==> src/rtl/tamper_filt.sv <==
module tamper_filt #(
  parameter int RATE_BASE = 15
) (
  input  logic       clk,
  input  logic       rst_n,
  input  logic       pin,
  input  logic       en,
  input  logic       pol_low,
  input  logic [1:0] flt,
  input  logic [2:0] rate,
  input  logic [1:0] prch,
  input  logic       pu_dis,
  input  logic       mask,
  input  logic       flag_clr,
  output logic       pu_en,
  output logic       evt,
  output logic       flag
);
  localparam int PW = RATE_BASE + 1;

  logic          lvl, lvl_mode, edge_mode, mask_eff;
  logic [PW-1:0] per, tcnt, rem, wlen;
  logic          tick;
  logic [3:0]    need, scnt;
  logic          prev_act;
  logic          det_edge, det_lvl, det;

  assign lvl       = pin ^ pol_low;
  assign lvl_mode  = en && (flt != 2'd0);
  assign edge_mode = en && (flt == 2'd0);
  assign mask_eff  = mask && (flt != 2'd0);

  assign per  = PW'(1) << (RATE_BASE - 32'(rate));
  assign wlen = PW'(1) << prch;
  assign rem  = per - PW'(1) - tcnt;
  assign tick = lvl_mode && (tcnt >= per - PW'(1));
  assign need = 4'd1 << flt;

  assign pu_en = lvl_mode && !pu_dis && (rem < wlen);

  always_ff @(posedge clk or negedge rst_n)
    if (!rst_n)                     tcnt <= '0;
    else if (!lvl_mode || tick)     tcnt <= '0;
    else                            tcnt <= tcnt + PW'(1);

  assign det_lvl = tick && !flag && lvl && (scnt + 4'd1 >= need);

  always_ff @(posedge clk or negedge rst_n)
    if (!rst_n)                     scnt <= '0;
    else if (!lvl_mode || flag)     scnt <= '0;
    else if (tick)                  scnt <= (lvl && !det_lvl) ? scnt + 4'd1 : 4'd0;

  always_ff @(posedge clk or negedge rst_n)
    if (!rst_n) prev_act <= 1'b0;
    else        prev_act <= edge_mode ? lvl : 1'b0;

  assign det_edge = edge_mode && lvl && !prev_act && !flag;
  assign det      = det_edge || det_lvl;

  always_ff @(posedge clk or negedge rst_n)
    if (!rst_n) begin
      evt  <= 1'b0;
      flag <= 1'b0;
    end else begin
      evt <= det;
      if (det && !mask_eff) flag <= 1'b1;
      else if (flag_clr)    flag <= 1'b0;
    end

  a_r2_edge_no_pullup: assert property (@(posedge clk) disable iff (!rst_n)
    (en && flt == 2'd0) |-> !pu_en);
  a_r8_disabled_quiet: assert property (@(posedge clk) disable iff (!rst_n)
    !en |=> !evt);
  a_r9_flag_sticky: assert property (@(posedge clk) disable iff (!rst_n)
    (flag && !flag_clr) |=> flag);
  a_r9_blocked: assert property (@(posedge clk) disable iff (!rst_n)
    flag |=> !evt);
  a_r10_mask_no_flag: assert property (@(posedge clk) disable iff (!rst_n)
    (mask && flt != 2'd0 && !flag) |=> !flag);
  a_r1_single_pulse: assert property (@(posedge clk) disable iff (!rst_n)
    evt |=> !evt);
endmodule

==> config.mk <==
export PLATFORM = sky130hd
export DESIGN_NAME = tamper_filt
export DESIGN_NICKNAME = d
export VERILOG_FILES = /design/src/rtl/tamper_filt.sv
export SDC_FILE = /design/constraint.sdc
export NUM_CORES = 1
export LEC_CHECK = 0
export BUFFER_PORTS_ARGS = -buffer_cell sky130_fd_sc_hd__buf_2
export CAP_MARGIN = 10
export CORE_MARGIN = 5
export CORE_UTILIZATION = 25
export CTS_CLUSTER_DIAMETER = 200
export DETAILED_ROUTE_END_ITERATION = 16
export GPL_TIMING_DRIVEN = 1
export PLACE_DENSITY = 0.51
export SETUP_SLACK_MARGIN = 0.05
export SLEW_MARGIN = 20
export SYNTH_ARGS = -nofsm -noshare
export SYNTH_HDL_FRONTEND = slang
export SYNTH_SLANG_ARGS = --single-unit
export TNS_END_PERCENT = 5
==> constraint.sdc <==
create_clock -name clk -period 6.05 [get_ports clk]
set_input_delay 0.3025 -clock clk [delete_from_list [all_inputs] [get_ports clk]]
set_output_delay 0.3025 -clock clk [all_outputs]
set_load 0.05 [all_outputs]
# --- Word level (Yosys, flattened, before mapping) ---
# Cells that the tools add are included.
totals:
  ramBits: 0
  mem_bits_ro: 0
  register_bits: 23
  in_bits: 15
  mem_count: 0
  latch_bits: 0
  output_inout_bits: 3
op_classes:
  eq_ne: 0
  reduce_logical: 27
  muxes: 7
  shifts: 3
  bitwise: 1
  mul: 0
  add_sub_neg: 5
  order_cmp: 3
  div_mod_pow: 0
op_table:
  columns: ["op", "n"]
  rows:
  - ["1-bit by 32-bit left shift with 16-bit output, first input constant", 1]
  - ["16-bit by 1-bit adder with 16-bit output, second input constant", 1]
  - ["16-bit >= comparator", 1]
  - ["16-bit < comparator", 1]
  - ["16-bit 2-to-1 mux", 1]
  - ["1-bit by 2-bit left shift with 16-bit output, first input constant", 1]
  - ["16-bit by 1-bit subtractor with 16-bit output, second input constant", 1]
  - ["16-bit subtractor", 1]
  - ["1-bit logical AND", 14]
  - ["4-bit 2-to-1 mux", 3]
  - ["1-bit logical NOT", 6]
  - ["2-bit nonzero test", 3]
  - ["4-bit by 3-bit subtractor with 5-bit output, first input constant", 1]
  - ["4-bit by 1-bit adder with 4-bit output, second input constant", 1]
  - ["4-bit >= comparator", 1]
  - ["1-bit by 2-bit left shift with 4-bit output, first input constant", 1]
  - ["1-bit logical OR", 3]
  - ["1-bit 2-to-1 mux", 3]
  - ["2-bit logical NOT", 1]
  - ["1-bit bitwise XOR", 1]

# --- Longest topological paths before layout ---
logic_depth:
  depth_word: 13
  depth_mapped: 16

# --- Worst setup path before layout ---
# OpenSTA, ideal clock, no wires.
synth_timing:
  path_kind: "input to output"
  startpoint: "input port rate[2]"
  endpoint: "output port pu_en"
  slack_ns: 2.027
  t_required_ns: 5.747
  cell_stages: 12
  path_buffers: 2
  t_arrival_ns: 3.720
  path_cell_list: "clkbuf_1 nand3_1 ha_1 clkbuf_1 nand2_1 nand2_1 a32o_1 ha_1 and3_1 a221oi_1 mux2i_1 nor4_1"
synth_via:
  elab_chain_len: 6
synth_rtl:
  columns: ["element", "line", "text"]
  rows:
  - ["from (decl)", "10", "input logic [2:0] rate,"]
  - ["4-bit by 3-bit subtractor with 5-bit output", "33", "assign per = PW'(1) << (RATE_BASE - 32'(rate));"]
  - ["1-bit by 32-bit left shift with 16-bit output", "33", null]
  - ["16-bit by 1-bit subtractor with 16-bit output", "35", "assign rem = per - PW'(1) - tcnt;"]
  - ["16-bit subtractor", "35", null]
  - ["16-bit < comparator", "39", "assign pu_en = lvl_mode && !pu_dis && (rem < wlen);"]
  - ["1-bit logical AND", "39", null]
  - ["to (decl)", "15", "output logic pu_en,"]
# Every way passes these cells.

# --- Worst setup path after layout ---
layout_timing:
  startpoint: "input port rate[0]"
  endpoint: "register tcnt[4]"
layout_via:
  elab_chain_len: 7
layout_rtl:
  columns: ["element", "line", "text"]
  rows:
  - ["4-bit by 3-bit subtractor with 5-bit output", "33", null]
  - ["1-bit by 32-bit left shift with 16-bit output", "33", null]
  - ["16-bit by 1-bit subtractor with 16-bit output", "36", "assign tick = lvl_mode && (tcnt >= per - PW'(1));"]
  - ["16-bit >= comparator", "36", null]
  - ["1-bit logical AND", "36", null]
  - ["1-bit logical OR", "43", "else if (!lvl_mode || tick) tcnt <= '0;"]
  - ["16-bit 2-to-1 mux", "43", null]
  - ["to (signal assigned)", "44", "else tcnt <= tcnt + PW'(1);"]
  - ["to (decl)", "22", "logic [PW-1:0] per, tcnt, rem, wlen;"]
# Every way passes these cells.
# A chain may end at the register's enable or synchronous reset.

==> flow_metrics.env <==
export IMPL_status="completed"
export IMPL_p_comb_share_pct=21.9
export IMPL_critical_path_cell_chain="buf_2 > nand3b_1 > ha_1 > xor2_1 > nand2_1 > nand2_1 > ha_1 > and2_4 > and3_4 > a211oi_2 > or3_1 > nor2_1"
export IMPL_switchingPower_uw=97.4
export IMPL_clk_pin_slew_ns=0.08
export IMPL_synthCells=208
export IMPL_final_setup_tns_ns=0
export IMPL_fp_dieH_um=96.3
export IMPL_die_area_sq_um=9270
export IMPL_synth_ff_type="dfrtp_1"
export IMPL_slew_headroom_pct=30.8
export IMPL_yosysTopAreaCellShare_pct=30.9
export IMPL_grt_start_max_net_pins=24
export IMPL_gp_congestion=0.763
export IMPL_final_layout_size_suffix_gt1_share_pct=17.9
export IMPL_remaining_drc_errors=0
export IMPL_cts_inserted_buffers=3
export IMPL_period_share_pct=50.5
export IMPL_cts_sinks=23
export IMPL_antenna_left=0
export IMPL_max_clock_path_buffers=2
export IMPL_post_place_ws_ns=2.67
export IMPL_place_port_buffers=17
export IMPL_grt_usage_pct=8.71
export IMPL_h_tree_depth=1
export IMPL_setup_viol=0
export IMPL_r2r_cells=7
export IMPL_ys_seq_elements=23
export IMPL_antenna_found_initial=0
export IMPL_routedWlPerCell_um=11.3
export IMPL_hold_buffers=0
export IMPL_fin_skew_ns=0.00327
export IMPL_critical_path_class="in2reg"
export IMPL_syn_area_sq_um=1860
export IMPL_critPathSlowestCell="or3_1"
export IMPL_pwr_share_seq_pct=48.6
export IMPL_intPower_uw=229
export IMPL_syn_nets=241
export IMPL_cts_setup_buffers=0
export IMPL_crit_reg2reg_launch="tcnt[13]"
export IMPL_rsz0062_at_grt="no"
export IMPL_switching_share_pct=29.8
export IMPL_syn_to_final_growth_pct=11.0
export IMPL_first_global_vias=1371
export IMPL_r2r_end="tcnt[4]"
export IMPL_clk_latency_ns=0.26
export IMPL_initial_utilization_pct=25.7
export IMPL_final_cell_mix="dfrtp_1, nor2_1, ha_1"
export IMPL_overflow=0
export IMPL_detail_route_iter0_violations=41
export IMPL_min_period_ns=3.06
export IMPL_ctsResizeCount=0
export IMPL_synthArstFlopShare_pct=100
export IMPL_drt_vias_per_instance=4.42
export IMPL_p_leak_uw=0.000847
export IMPL_ios=18
export IMPL_dp_hpwl_um=2920
export IMPL_slowest_delay_ns=0.87
export IMPL_core_area_sq_um=7250
export IMPL_critical_path_top_delay_family="simple AND/OR/NAND/NOR gates"
export IMPL_clkPwrFrac_pct=29.5
export IMPL_critPathCaptureType="register"
export IMPL_rrSetupSlack_ns=3.27
export IMPL_dieWidth_um=96.3
export IMPL_final_setup_worst_slack_ns=2.99
export IMPL_critPathBufInv=1
export IMPL_yosys_warnings=0
export IMPL_yosys_area_top_type="dfrtp_1"
export IMPL_pwr_density_cell_nw_per_um2=158
export IMPL_cp_start_kind="input pin"
export IMPL_layout_cells_most_common="dfrtp_1"
export IMPL_worst_pin_slew_ns=1.04
export IMPL_hold_path_class="in2async"
export IMPL_diodes=0
export IMPL_wl_um=3640
export IMPL_synth_edf_count=0
export IMPL_total_power_uw=327
export IMPL_drtPass1Iterations=3
export IMPL_nets=258
export IMPL_root_buffer="clkbuf_8"
export IMPL_fmax_mhz=327
export IMPL_slew_violations=0
export IMPL_hold_viol_final=0
export IMPL_grt_pass1_wl_um=6350
export IMPL_avgSynthCellArea_sq_um=8.94
export IMPL_cts_tree="done"
export IMPL_arrival_ns=3.17
export IMPL_cap_violations=0
export IMPL_synth_cell_type_count=46
export IMPL_path_max_fanout=16
export IMPL_crit_required_ns=6.16
export IMPL_dr_total_vias=1427
export IMPL_vdd_ir_drop_max_mv=0.0660
export IMPL_num_rows=31
export IMPL_yosysSeqAreaShare_pct=30.9
export IMPL_synth_area_top_cells="dfrtp_1, ha_1, xnor2_1, nor2_4, nor2_1"
[sequential cells by signal, indices dropped and copies added (netlist names)]
register,count
evt,1
scnt,4
tcnt,16
flag,1
prev_act,1
[metal layers]
metal | vias up | share of wire (%) | track usage (%)
met2 | 8 | 46 | 14.0
met1 | 658 | 50 | 11.7
met5 | - | 0 | 0
met3 | 4 | 2.4 | 1.64
met4 | 0 | 0.85 | 2.84
li1 | 757 | - | -
[worst register-to-register path, delay by kind of cell, from the launching register on]
family	cells	cell delay [ns]
buffers and inverters	1	0.08
AO/OA/AOI/OAI	2	0.68
flip-flops	1	0.43
adder cells (fa/ha/maj)	1	0.36
AND/OR/NAND/NOR	3	1.09
[metrics by stage]
| step | std cells | hold slack [ns] | cell area (sq um) | util (%) |
|---|---|---|---|---|
| floorplan | 208 | 0.00691 | 1860 | - |
| detailed placement | 319 | 0.324 | 2020 | 27.8 |
| global route | 323 | 0.0497 | 2070 | 28.5 |
| CTS | 323 | 0.0307 | 2070 | 28.5 |
| finish | 323 | 0.0135 | 2070 | 28.5 |
| global placement | 319 | 0.316 | 2020 | 27.8 |
[cells in the mapped netlist, types with 2 or more instances]
| cell | instances |
|---|---|
| dfrtp_1 | 23 |
| ha_1 | 18 |
| nor2_1 | 18 |
| inv_1 | 17 |
| nand2_1 | 17 |
| xnor2_1 | 13 |
| o21ai_0 | 11 |
| nand3_1 | 10 |
| nor2_4 | 8 |
| xor2_1 | 6 |
| nand2b_1 | 5 |
| nor3_1 | 5 |
| a211oi_1 | 4 |
| a21oi_1 | 4 |
| and3_1 | 4 |
| nor2b_1 | 4 |
| nor2_2 | 3 |
| nor4_1 | 3 |
| o211ai_1 | 3 |
| buf_6 | 2 |
| clkbuf_1 | 2 |
| nand3b_1 | 2 |
| nand4_1 | 2 |
| or2_2 | 2 |
[how the worst max path moves through the flow]
stage | from | end | depth (start not counted) | slack [ns]
6_report | rate[0] | tcnt[4] | 12 | 2.99
3_3_place_gp | rate[1] | tcnt[5] | 12 | 2.74
3_5_place_dp | rate[1] | tcnt[4] | 13 | 2.67
5_1_grt | rate[1] | tcnt[6] | 13 | 2.68
2_1_floorplan | rate[2] | pu_en | 12 | 2.03
4_1_cts | rate[1] | tcnt[4] | 13 | 2.96
[layout make-up]
| cell class | instances | area (sq um) |
|---|---|---|
| Fill cell | 788 | 5190 |
| Tap cell | 99 | 124 |
| Clock inverter | 1 | 5.00 |
| Sequential cell | 23 | 576 |
| Inverter | 17 | 63.8 |
| Timing Repair Buffer | 17 | 85.1 |
| Clock buffer | 3 | 41.3 |
| Multi-Input combinational cell | 163 | 1170 |
[kinds of logic (layout without fill, tap and decap cells)]
kind of cell    Yosys count  in the layout  synth area share [%]
compound gates           35             35                  13.1
xor+xnor                 19             19                  8.94
fa+ha+maj                18             18                  12.1
buf+inv                  22             38                  6.12
flops                    23             23                  30.9
mux                       1              1                 0.538
other cells               1              1                 0.202
simple gates             89             89                  28.0
[power groups by stage]
stage / Combinational [uW] / Sequential (uW) / Clock, uW
2_1_floorplan: 51.5 / 165 / 0
3_3_place_gp: 71.7 / 162 / 0
3_5_place_dp: 72.4 / 162 / 0
4_1_cts: 72.8 / 159 / 101
5_1_grt: 82.5 / 159 / 109
6_report: 71.6 / 159 / 96.3
Note: power is estimated with default switching activity, not from simulation.
